## src/rtl/sr_exit_pkg.sv

```systemverilog
// Package: shared phase encoding for the self-refresh exit sequencer.
// Assumes: consumers only compare against the named values.
package sr_exit_pkg;

    typedef enum logic [2:0] {
        PH_IN_SR    = 3'd0,
        PH_WAIT_XS  = 3'd1,
        PH_ZQCL     = 3'd2,
        PH_WAIT_DLL = 3'd3,
        PH_READY    = 3'd4
    } sr_phase_e;

endpackage

```

## src/rtl/sr_down_timer.sv

```systemverilog
// Module: loadable down-counter used for every delay in the sequencer.
// Loading value L makes busy high for exactly L cycles after the load edge;
// last flags the final busy cycle. A load wins over counting.
// Assumes: load_val is meaningful only in the cycle load is high.
module sr_down_timer #(
    parameter int W = 8
) (
    input  logic         clk,
    input  logic         rst_n,
    input  logic         load,
    input  logic [W-1:0] load_val,
    output logic         busy,
    output logic         last
);

    logic [W-1:0] cnt_q;

    // count register: reload on request, otherwise drain towards zero
    always_ff @(posedge clk) begin
        if (!rst_n) begin
            cnt_q <= '0;
        end else if (load) begin
            cnt_q <= load_val;
        end else if (cnt_q != '0) begin
            cnt_q <= cnt_q - 1'b1;
        end
    end

    // status decode
    always_comb begin
        busy = (cnt_q != '0);
        last = (cnt_q == W'(1));
    end

    // once in its final cycle with no reload, the timer must be idle next
    assert_timer_drain_R7: assert property (@(posedge clk) disable iff (!rst_n)
        (last && !load) |=> !busy);

endmodule

```

## src/rtl/sr_exit_fsm.sv

```systemverilog
// Module: phase machine for the self-refresh exit.
// Moves IN_SR -> WAIT_XS -> ZQCL -> (WAIT_DLL) -> READY and back to IN_SR on
// sr_enter. It issues the timer loads and a registered one-cycle ZQ strobe.
// Assumes: the ZQ timer is loaded with at least 1, and tXS is at least 3.
module sr_exit_fsm
    import sr_exit_pkg::*;
(
    input  logic      clk,
    input  logic      rst_n,
    input  logic      exit_req,
    input  logic      sr_enter,
    input  logic      xs_busy,
    input  logic      xs_last,
    input  logic      zq_busy,
    input  logic      zq_last,
    input  logic      dll_busy,
    input  logic      dll_last,
    output sr_phase_e phase_q,
    output logic      xs_load,
    output logic      zq_load,
    output logic      dll_load,
    output logic      zq_strobe_q
);

    sr_phase_e phase_d;
    logic      dll_done_next;

    // the data delay counter will read zero after the coming edge
    always_comb dll_done_next = !dll_busy || dll_last;

    // next-phase and timer-load decode
    always_comb begin
        phase_d  = phase_q;
        xs_load  = 1'b0;
        zq_load  = 1'b0;
        dll_load = 1'b0;
        unique case (phase_q)
            PH_IN_SR: begin
                if (exit_req) begin
                    phase_d  = PH_WAIT_XS;
                    xs_load  = 1'b1;
                    dll_load = 1'b1;
                end
            end
            PH_WAIT_XS: begin
                if (xs_last) begin
                    phase_d = PH_ZQCL;
                    zq_load = 1'b1;
                end
            end
            PH_ZQCL: begin
                if (zq_last) begin
                    phase_d = dll_done_next ? PH_READY : PH_WAIT_DLL;
                end
            end
            PH_WAIT_DLL: begin
                if (dll_done_next) begin
                    phase_d = PH_READY;
                end
            end
            PH_READY: begin
                if (sr_enter) begin
                    phase_d = PH_IN_SR;
                end
            end
            default: phase_d = PH_IN_SR;
        endcase
    end

    // phase register and strobe on entry to calibration
    always_ff @(posedge clk) begin
        if (!rst_n) begin
            phase_q     <= PH_IN_SR;
            zq_strobe_q <= 1'b0;
        end else begin
            phase_q     <= phase_d;
            zq_strobe_q <= (phase_q != PH_ZQCL) && (phase_d == PH_ZQCL);
        end
    end

    assert_sr_hold_R8: assert property (@(posedge clk) disable iff (!rst_n)
        (phase_q == PH_IN_SR && !exit_req) |=> phase_q == PH_IN_SR);

    assert_xs_running_R2: assert property (@(posedge clk) disable iff (!rst_n)
        (phase_q == PH_WAIT_XS) |-> xs_busy);

    assert_strobe_single_R2: assert property (@(posedge clk) disable iff (!rst_n)
        zq_strobe_q |=> !zq_strobe_q);

    assert_strobe_in_zq_R4: assert property (@(posedge clk) disable iff (!rst_n)
        zq_strobe_q |-> (phase_q == PH_ZQCL && zq_busy));

    assert_ready_after_dll_R5: assert property (@(posedge clk) disable iff (!rst_n)
        (phase_q == PH_READY) |-> !dll_busy);

endmodule

```

## src/rtl/sr_permit_gate.sv

```systemverilog
// Module: turns the exit phase and the MRS spacing window into the per-class
// command permits. Purely combinational.
// Assumes: phase and mrs_busy come straight from registers.
module sr_permit_gate
    import sr_exit_pkg::*;
(
    input  sr_phase_e phase,
    input  logic      mrs_busy,
    output logic      permit_cmd,
    output logic      permit_rdwr
);

    logic phase_cmd;
    logic phase_rdwr;

    // per-phase permission, before the MRS window is applied
    always_comb begin
        phase_cmd  = (phase == PH_WAIT_DLL) || (phase == PH_READY);
        phase_rdwr = (phase == PH_READY);
    end

    // an open MRS window overrides every class
    always_comb begin
        permit_cmd  = phase_cmd  && !mrs_busy;
        permit_rdwr = phase_rdwr && !mrs_busy;
    end

endmodule

```

## src/rtl/sr_exit_seq.sv

```systemverilog
// Module: top of the self-refresh exit sequencer.
// Builds tXS from the refresh time plus the clamped offset, and the MRS
// spacing from a base plus the programmed gap. It runs the data delay timer
// from the exit request, alongside the phase machine.
// Assumes: the configuration inputs are stable around their sampling edges.
module sr_exit_seq
    import sr_exit_pkg::*;
#(
    parameter int TRFC_W   = 9,
    parameter int OFS_W    = 4,
    parameter int OFS_MIN  = 3,
    parameter int OFS_MAX  = 11,
    parameter int ZQ_W     = 10,
    parameter int DLL_W    = 12,
    parameter int MOD_W    = 4,
    parameter int MOD_BASE = 8
) (
    input  logic              clk,
    input  logic              rst_n,
    input  logic              exit_req,
    input  logic              sr_enter,
    input  logic              mrs_issue,
    input  logic [TRFC_W-1:0] cfg_trfc,
    input  logic [OFS_W-1:0]  cfg_xs_ofs,
    input  logic [ZQ_W-1:0]   cfg_zq_cycles,
    input  logic [DLL_W-1:0]  cfg_dll_cycles,
    input  logic [MOD_W-1:0]  cfg_mrs_gap,
    output logic              permit_cmd,
    output logic              permit_rdwr,
    output logic              zqcl_strobe
);

    localparam int XS_W    = ((TRFC_W > OFS_W) ? TRFC_W : OFS_W) + 1;
    localparam int MRS_MAX = MOD_BASE + (1 << MOD_W) - 1;
    localparam int MRS_W   = $clog2(MRS_MAX + 1);

    sr_phase_e          phase;
    logic [OFS_W-1:0]   ofs_eff;
    logic [XS_W-1:0]    xs_val;
    logic [ZQ_W-1:0]    zq_val;
    logic [MRS_W-1:0]   mrs_val;
    logic xs_load, zq_load, dll_load;
    logic xs_busy, xs_last, zq_busy, zq_last, dll_busy, dll_last;
    logic mrs_busy, mrs_last;

    // offset clamp and delay arithmetic
    always_comb begin
        if (cfg_xs_ofs < OFS_W'(OFS_MIN)) begin
            ofs_eff = OFS_W'(OFS_MIN);
        end else if (cfg_xs_ofs > OFS_W'(OFS_MAX)) begin
            ofs_eff = OFS_W'(OFS_MAX);
        end else begin
            ofs_eff = cfg_xs_ofs;
        end
        xs_val  = XS_W'(cfg_trfc) + XS_W'(ofs_eff);
        zq_val  = (cfg_zq_cycles == '0) ? ZQ_W'(1) : cfg_zq_cycles;
        mrs_val = MRS_W'(MOD_BASE) + MRS_W'(cfg_mrs_gap);
    end

    sr_down_timer #(.W(XS_W)) u_xs_timer (
        .clk(clk), .rst_n(rst_n), .load(xs_load), .load_val(xs_val),
        .busy(xs_busy), .last(xs_last)
    );

    sr_down_timer #(.W(ZQ_W)) u_zq_timer (
        .clk(clk), .rst_n(rst_n), .load(zq_load), .load_val(zq_val),
        .busy(zq_busy), .last(zq_last)
    );

    sr_down_timer #(.W(DLL_W)) u_dll_timer (
        .clk(clk), .rst_n(rst_n), .load(dll_load), .load_val(cfg_dll_cycles),
        .busy(dll_busy), .last(dll_last)
    );

    sr_down_timer #(.W(MRS_W)) u_mrs_timer (
        .clk(clk), .rst_n(rst_n), .load(mrs_issue), .load_val(mrs_val),
        .busy(mrs_busy), .last(mrs_last)
    );

    sr_exit_fsm u_fsm (
        .clk(clk), .rst_n(rst_n), .exit_req(exit_req), .sr_enter(sr_enter),
        .xs_busy(xs_busy), .xs_last(xs_last), .zq_busy(zq_busy), .zq_last(zq_last),
        .dll_busy(dll_busy), .dll_last(dll_last), .phase_q(phase),
        .xs_load(xs_load), .zq_load(zq_load), .dll_load(dll_load),
        .zq_strobe_q(zqcl_strobe)
    );

    sr_permit_gate u_gate (
        .phase(phase), .mrs_busy(mrs_busy),
        .permit_cmd(permit_cmd), .permit_rdwr(permit_rdwr)
    );

    assert_mrs_blocks_R7: assert property (@(posedge clk) disable iff (!rst_n)
        mrs_issue |=> (!permit_cmd && !permit_rdwr));

    assert_mrs_release_R7: assert property (@(posedge clk) disable iff (!rst_n)
        (mrs_last && !mrs_issue && phase == PH_READY && !sr_enter) |=> permit_rdwr);

    assert_data_implies_cmd_R9: assert property (@(posedge clk) disable iff (!rst_n)
        permit_rdwr |-> permit_cmd);

    assert_no_permit_in_zq_R4: assert property (@(posedge clk) disable iff (!rst_n)
        zqcl_strobe |-> !permit_cmd);

endmodule

```

## config.mk

```make
export PLATFORM = sky130hd
export DESIGN_NAME = sr_exit_seq
export DESIGN_NICKNAME = d
export VERILOG_FILES = /design/src/rtl/sr_exit_pkg.sv /design/src/rtl/sr_down_timer.sv /design/src/rtl/sr_exit_fsm.sv /design/src/rtl/sr_permit_gate.sv /design/src/rtl/sr_exit_seq.sv
export SDC_FILE = /design/constraint.sdc
export NUM_CORES = 1
export LEC_CHECK = 0
export BUFFER_PORTS_ARGS = -buffer_cell sky130_fd_sc_hd__clkbuf_2
export CORE_ASPECT_RATIO = 0.75
export CORE_MARGIN = 3
export CORE_UTILIZATION = 61
export DETAILED_ROUTE_END_ITERATION = 16
export HOLD_SLACK_MARGIN = 0.02
export PLACE_DENSITY_LB_ADDON = 0.15
export SLEW_MARGIN = 20
export SYNTH_ARGS = -nofsm -noshare
export SYNTH_HDL_FRONTEND = slang
export SYNTH_SLANG_ARGS = --single-unit
export TNS_END_PERCENT = 100
```

## constraint.sdc

```tcl
create_clock -name clk -period 2.93 [get_ports clk]
set_input_delay 0.586 -clock clk [delete_from_list [all_inputs] [get_ports clk]]
set_output_delay 0.586 -clock clk [all_outputs]
set_load 0.03 [all_outputs]
```

# Yosys cells after proc, flatten, opt, wreduce, memory -nomap -nowiden
# Index checks and enable logic that the tools add are counted.
# word_totals
ff_bits,41
inputBits,44
output_inout_bits,3
elab_cells,62
# classes
n_addsub,6
magnitude_cmp,2
n_eq_ne,9
muxes,22
n_reduce_logical,17
# ops
operator,n
2-to-1 mux 10 bit,5
2-to-1 mux 12 bit,2
"equality test 10 x 1 -> 1 bit, second input constant",2
nonzero test 10 bit,2
"subtractor 10 x 1 -> 10 bit, second input constant",2
2-to-1 mux 3 bit,6
case mux 3 bit (5 select lines),1
"equality test 12 x 1 -> 1 bit, second input constant",1
nonzero test 12 bit,1
"subtractor 12 x 1 -> 12 bit, second input constant",1
adder 9 x 4 -> 10 bit,1
logical NOT 10 bit,1
2-to-1 mux 5 bit,2
"equality test 3 x 2 -> 1 bit, second input constant",3
2-to-1 mux 4 bit,2
nonzero test 2 bit,4
"adder 4 x 4 -> 5 bit, first input constant",1
nonzero test 5 bit,1
"subtractor 5 x 1 -> 5 bit, second input constant",1
"> comparator 4 bit, second input constant",1
"less-than comparator 4 x 2 -> 1 bit, second input constant",1
2-to-1 mux 1 bit,4
"equality test 3 x 1 -> 1 bit, second input constant",1
"equality test 3 bit, second input constant",1
other kinds (5),9

# Logic depth before layout (Yosys ltp)
# logic_depth
ltp_word,8
depth_mapped,10
depth_no_buf,10

# By module
# Synthesis repeated with hierarchy kept, for this count alone.
# unflattened
hier_cells,356
area_unflattened_um2,2954.1
# by_module_without_submodules
mod,instances,cells_each,area_per_inst_um2,seq_area_each_um2
sr_down_timer at u_xs_timer ...,2,72,603.1,200.2
sr_down_timer at u_dll_timer,1,89,780.7,240.2
sr_exit_seq,1,55,394.1,0.0
sr_down_timer at u_mrs_timer,1,35,302.8,100.1
sr_exit_fsm,1,30,234.0,80.1
sr_permit_gate,1,3,36.3,0.0

# Least setup slack after synthesis
# Ideal clock, no wire load.
# synth_path
kind,register to output
startpoint,reg u_mrs_timer.cnt_q[0]
endpoint,out permit_cmd
t_arrival_ns,2.022
required_ns,2.344
path_slack_ns,0.322
path_stages_with_launch,5
n_path_buf,0
cell_sequence,dfxtp_1 > inv_1 > ha_1 > nor4b_1 > a21boi_0
# synth_via
elab_chain_cells,3
# synth_rtl
element,line_no,rtl
from (decl),sr_down_timer.sv:16,logic [W-1:0] cnt_q;
from (signal assigned),sr_down_timer.sv:23,cnt_q <= load_val;
from (signal assigned),sr_down_timer.sv:25,cnt_q <= cnt_q - 1'b1;
nonzero test 5 bit,sr_down_timer.sv:31,busy = (cnt_q != '0);
logical NOT 1 bit,sr_permit_gate.sv:24,permit_cmd = phase_cmd && !mrs_busy;
logical AND 1 bit,sr_permit_gate.sv:24,
to (decl),sr_exit_seq.sv:28,"output logic permit_cmd,"
# No other way between the ends.

# Final worst setup path
# Ends and elaborated chain as after synthesis.

==> flow_summary.ini <==
[logic_synthesis]
synthMostInstantiatedCell = dfxtp_1
synthTopCellsByArea = dfxtp_1, ha_1, xnor2_1, nand2_1, nor2_1
ys.flop_type = dfxtp_1
netlist_top_cells_count = dfxtp_1, nand2_1, nor2_1, a21oi_1, inv_1
synth-edff-count = 0
seq_area_frac_synth_pct = 30.6
yosysWarnings = 0
synth-seq-cells = 41
synthCells = 346
syn-num-nets = 406
synth.distinct_cells = 51
synth-async-reset-ratio_pct = 0
syn_area_um2 = 2680
syn_area_per_cell_um2 = 7.74
yosysTopAreaCell = dfxtp_1
yosysTopAreaCellShare_pct = 30.6

[power]
power_density_nw_per_um2 = 795
finalPower_uw = 2430
power.leakage_uw = 0.00132
vdd_drop_max_v = 0.000370

[floorplanning]
coreArea_um2 = 4130
num_rows = 20
dieHeight_um = 63.4
die-area_um2 = 5230
die_x_um = 82.5
io-pin-count = 47
start_util_pct = 64.9

[route]
drtPass1Iterations = 5
drcViolationCount = 0
postRouteAntennaNets = 0
routed_wl_um = 6540
via_count = 2688
drt_iter0_drc = 186
vias_per_cell = 6.03
wl_per_cell_um = 14.7

[worst_hold_path]
hp-class = in2reg

[place]
dp.final_hpwl_um = 4820
portBuffers = 46
placed_area_um2 = 2960
place_congestion = 0.865
preCtsSetupSlack_ns = 0.465

[flow_run]
drv_cap = 0

[sta]
setup_viol = 0
min_period_over_period_pct = 79.6
hold_viol_final = 0
worst_slack_ns = 0.599
period_needed_ns = 2.33
rsz0062_at_grt = false
fin_tns_setup_ns = 0
drv_slew = 0
fmax_mhz = 429
tightest_slew_ns = 0.670
finClkSkew_ns = 0.00380
max_slew_margin_pct = 55.0

[cells_and_area]
drive_gt1_share_pct = 16.4
antennaDiodeCount = 0
area_delta_synth_final_pct = 14.3
final_cell_area_um2 = 3060
nets = 451

[setup_path]
cp_data_required_time_ns = 2.34
path_class = reg2out
cp.arrival_ns = 1.75
start_kind = register
r2r_setup_slack_ns = 0.76
critPathCaptureType = primary output
crit_fanout = 3

[global_route]
antenna_found_initial = 0
overflow = 0
track_usage_pct = 26.5
grt_pass1_wl_um = 11100
grt_pass1_vias = 2558
grt_max_degree = 24

[clock_tree]
cts_tree = done
clkTransAtPathRegs_ns = 0.08
postCtsSetupRepairBufs = 0
clk_latency_ns = 0.29
ctsRootBufferMaster = clkbuf_8
cts_buffer_depth = 2
cts.sinks = 41
cts_made_buffers = 5
postCtsHoldBufs = 0
cts_resized = 0
htreeDepth = 2

[status]
outcome = finished clean
-- final timing paths --
path                                            from                                  to  depth (start not counted)
setup reg to reg   u_dll_timer.cnt_q[0]$_SDFFE_PN0P_   u_dll_timer.cnt_q[7]$_SDFFE_PN0P_                          7
setup / recovery   u_mrs_timer.cnt_q[0]$_SDFFE_PN0P_                          permit_cmd                          5
hold reg to reg   u_dll_timer.cnt_q[11]$_SDFFE_PN0P_  u_dll_timer.cnt_q[11]$_SDFFE_PN0P_                          2
hold / removal                     cfg_dll_cycles[3]   u_dll_timer.cnt_q[3]$_SDFFE_PN0P_                          3
-- power by group --
part / internal, uW / total (uW) / switching [uW] / leakage (uW)
combinational: 514 / 1120 / 607 / 0.000927
sequential: 702 / 866 / 164 / 0.000339
clock: 248 / 447 / 199 / 0.0000540
total: 1460 / 2430 / 969 / 0.00132
-- stage by stage --
stage                     std cells  util, %  hold slack [ns]
after floorplan                 346        -            0.465
after global placement          439     71.6            0.494
after detailed placement        439     71.6            0.516
after CTS                       446     74.2            0.505
after global routing            446     74.2            0.508
final                           446     74.2            0.504
-- placed cells by master, fill, tap and decap left out, drive strengths merged, types with 2 or more instances in the layout --
cell,synthesis,final
nor3b,3,3
clkbuf,11,51
and3,2,2
dfxtp,41,41
o211ai,4,4
mux2i,3,3
or3,5,5
nand2,32,32
nor3,18,18
buf,2,5
a211oi,9,9
a21oi,23,23
a31oi,6,6
inv,20,20
nand4b,3,3
xnor2,14,14
o21ai,20,20
nor4,10,10
or4,6,6
a21o,2,2
nand2b,5,5
nor2,32,32
o31ai,2,2
nand3,15,15
nor2b,7,7
a22oi,2,2
xor2,10,10
nand4,5,5
mux2,2,2
ha,15,15
-- registers in the layout (all words and copies together) (netlist names) --
register,cells
u_dll_timer.cnt_q,12
u_xs_timer.cnt_q,10
u_fsm.phase_q,3
u_fsm.zq_strobe_q,1
u_zq_timer.cnt_q,10
u_mrs_timer.cnt_q,5
-- worst max-delay path: stages (launching register included) --
cell and delay (ns):
dfxtp_1 0.32, inv_1 0.11, ha_1 0.18, nor4b_1 0.39, a21boi_0 0.23, clkbuf_2 0.23
-- routing by layer --
| metal | up-vias | share of wire [%] | GRT usage [%] |
|---|---|---|---|
| li1 | 1335 | - | - |
| met1 | 1241 | 46 | 35.6 |
| met3 | 9 | 7.8 | 4.86 |
| met5 | - | 0 | 0 |
| met4 | 0 | 1.2 | 7.14 |
| met2 | 103 | 45 | 43.2 |
-- area by class of cell --
class	count	area, um^2
Multi-Input combinational cell	272	1730
Fill cell	343	1070
Sequential cell	41	821
Timing Repair Buffer	51	268
Inverter	20	75.1
Clock buffer	5	68.8
Tap cell	55	68.8
Clock inverter	2	35.0
-- logic make-up (layout without fill, tap and decap cells) --
logic type | Yosys count | in the layout | share of synthesized area [%]
xor+xnor | 24 | 24 | 7.85
mux | 5 | 5 | 1.96
fa+ha+maj | 16 | 16 | 7.75
compound gates | 79 | 79 | 18.4
simple gates | 148 | 148 | 28.4
buf+inv | 33 | 78 | 4.95
flops | 41 | 41 | 30.6
Note: power is estimated with default switching activity, not from simulation.
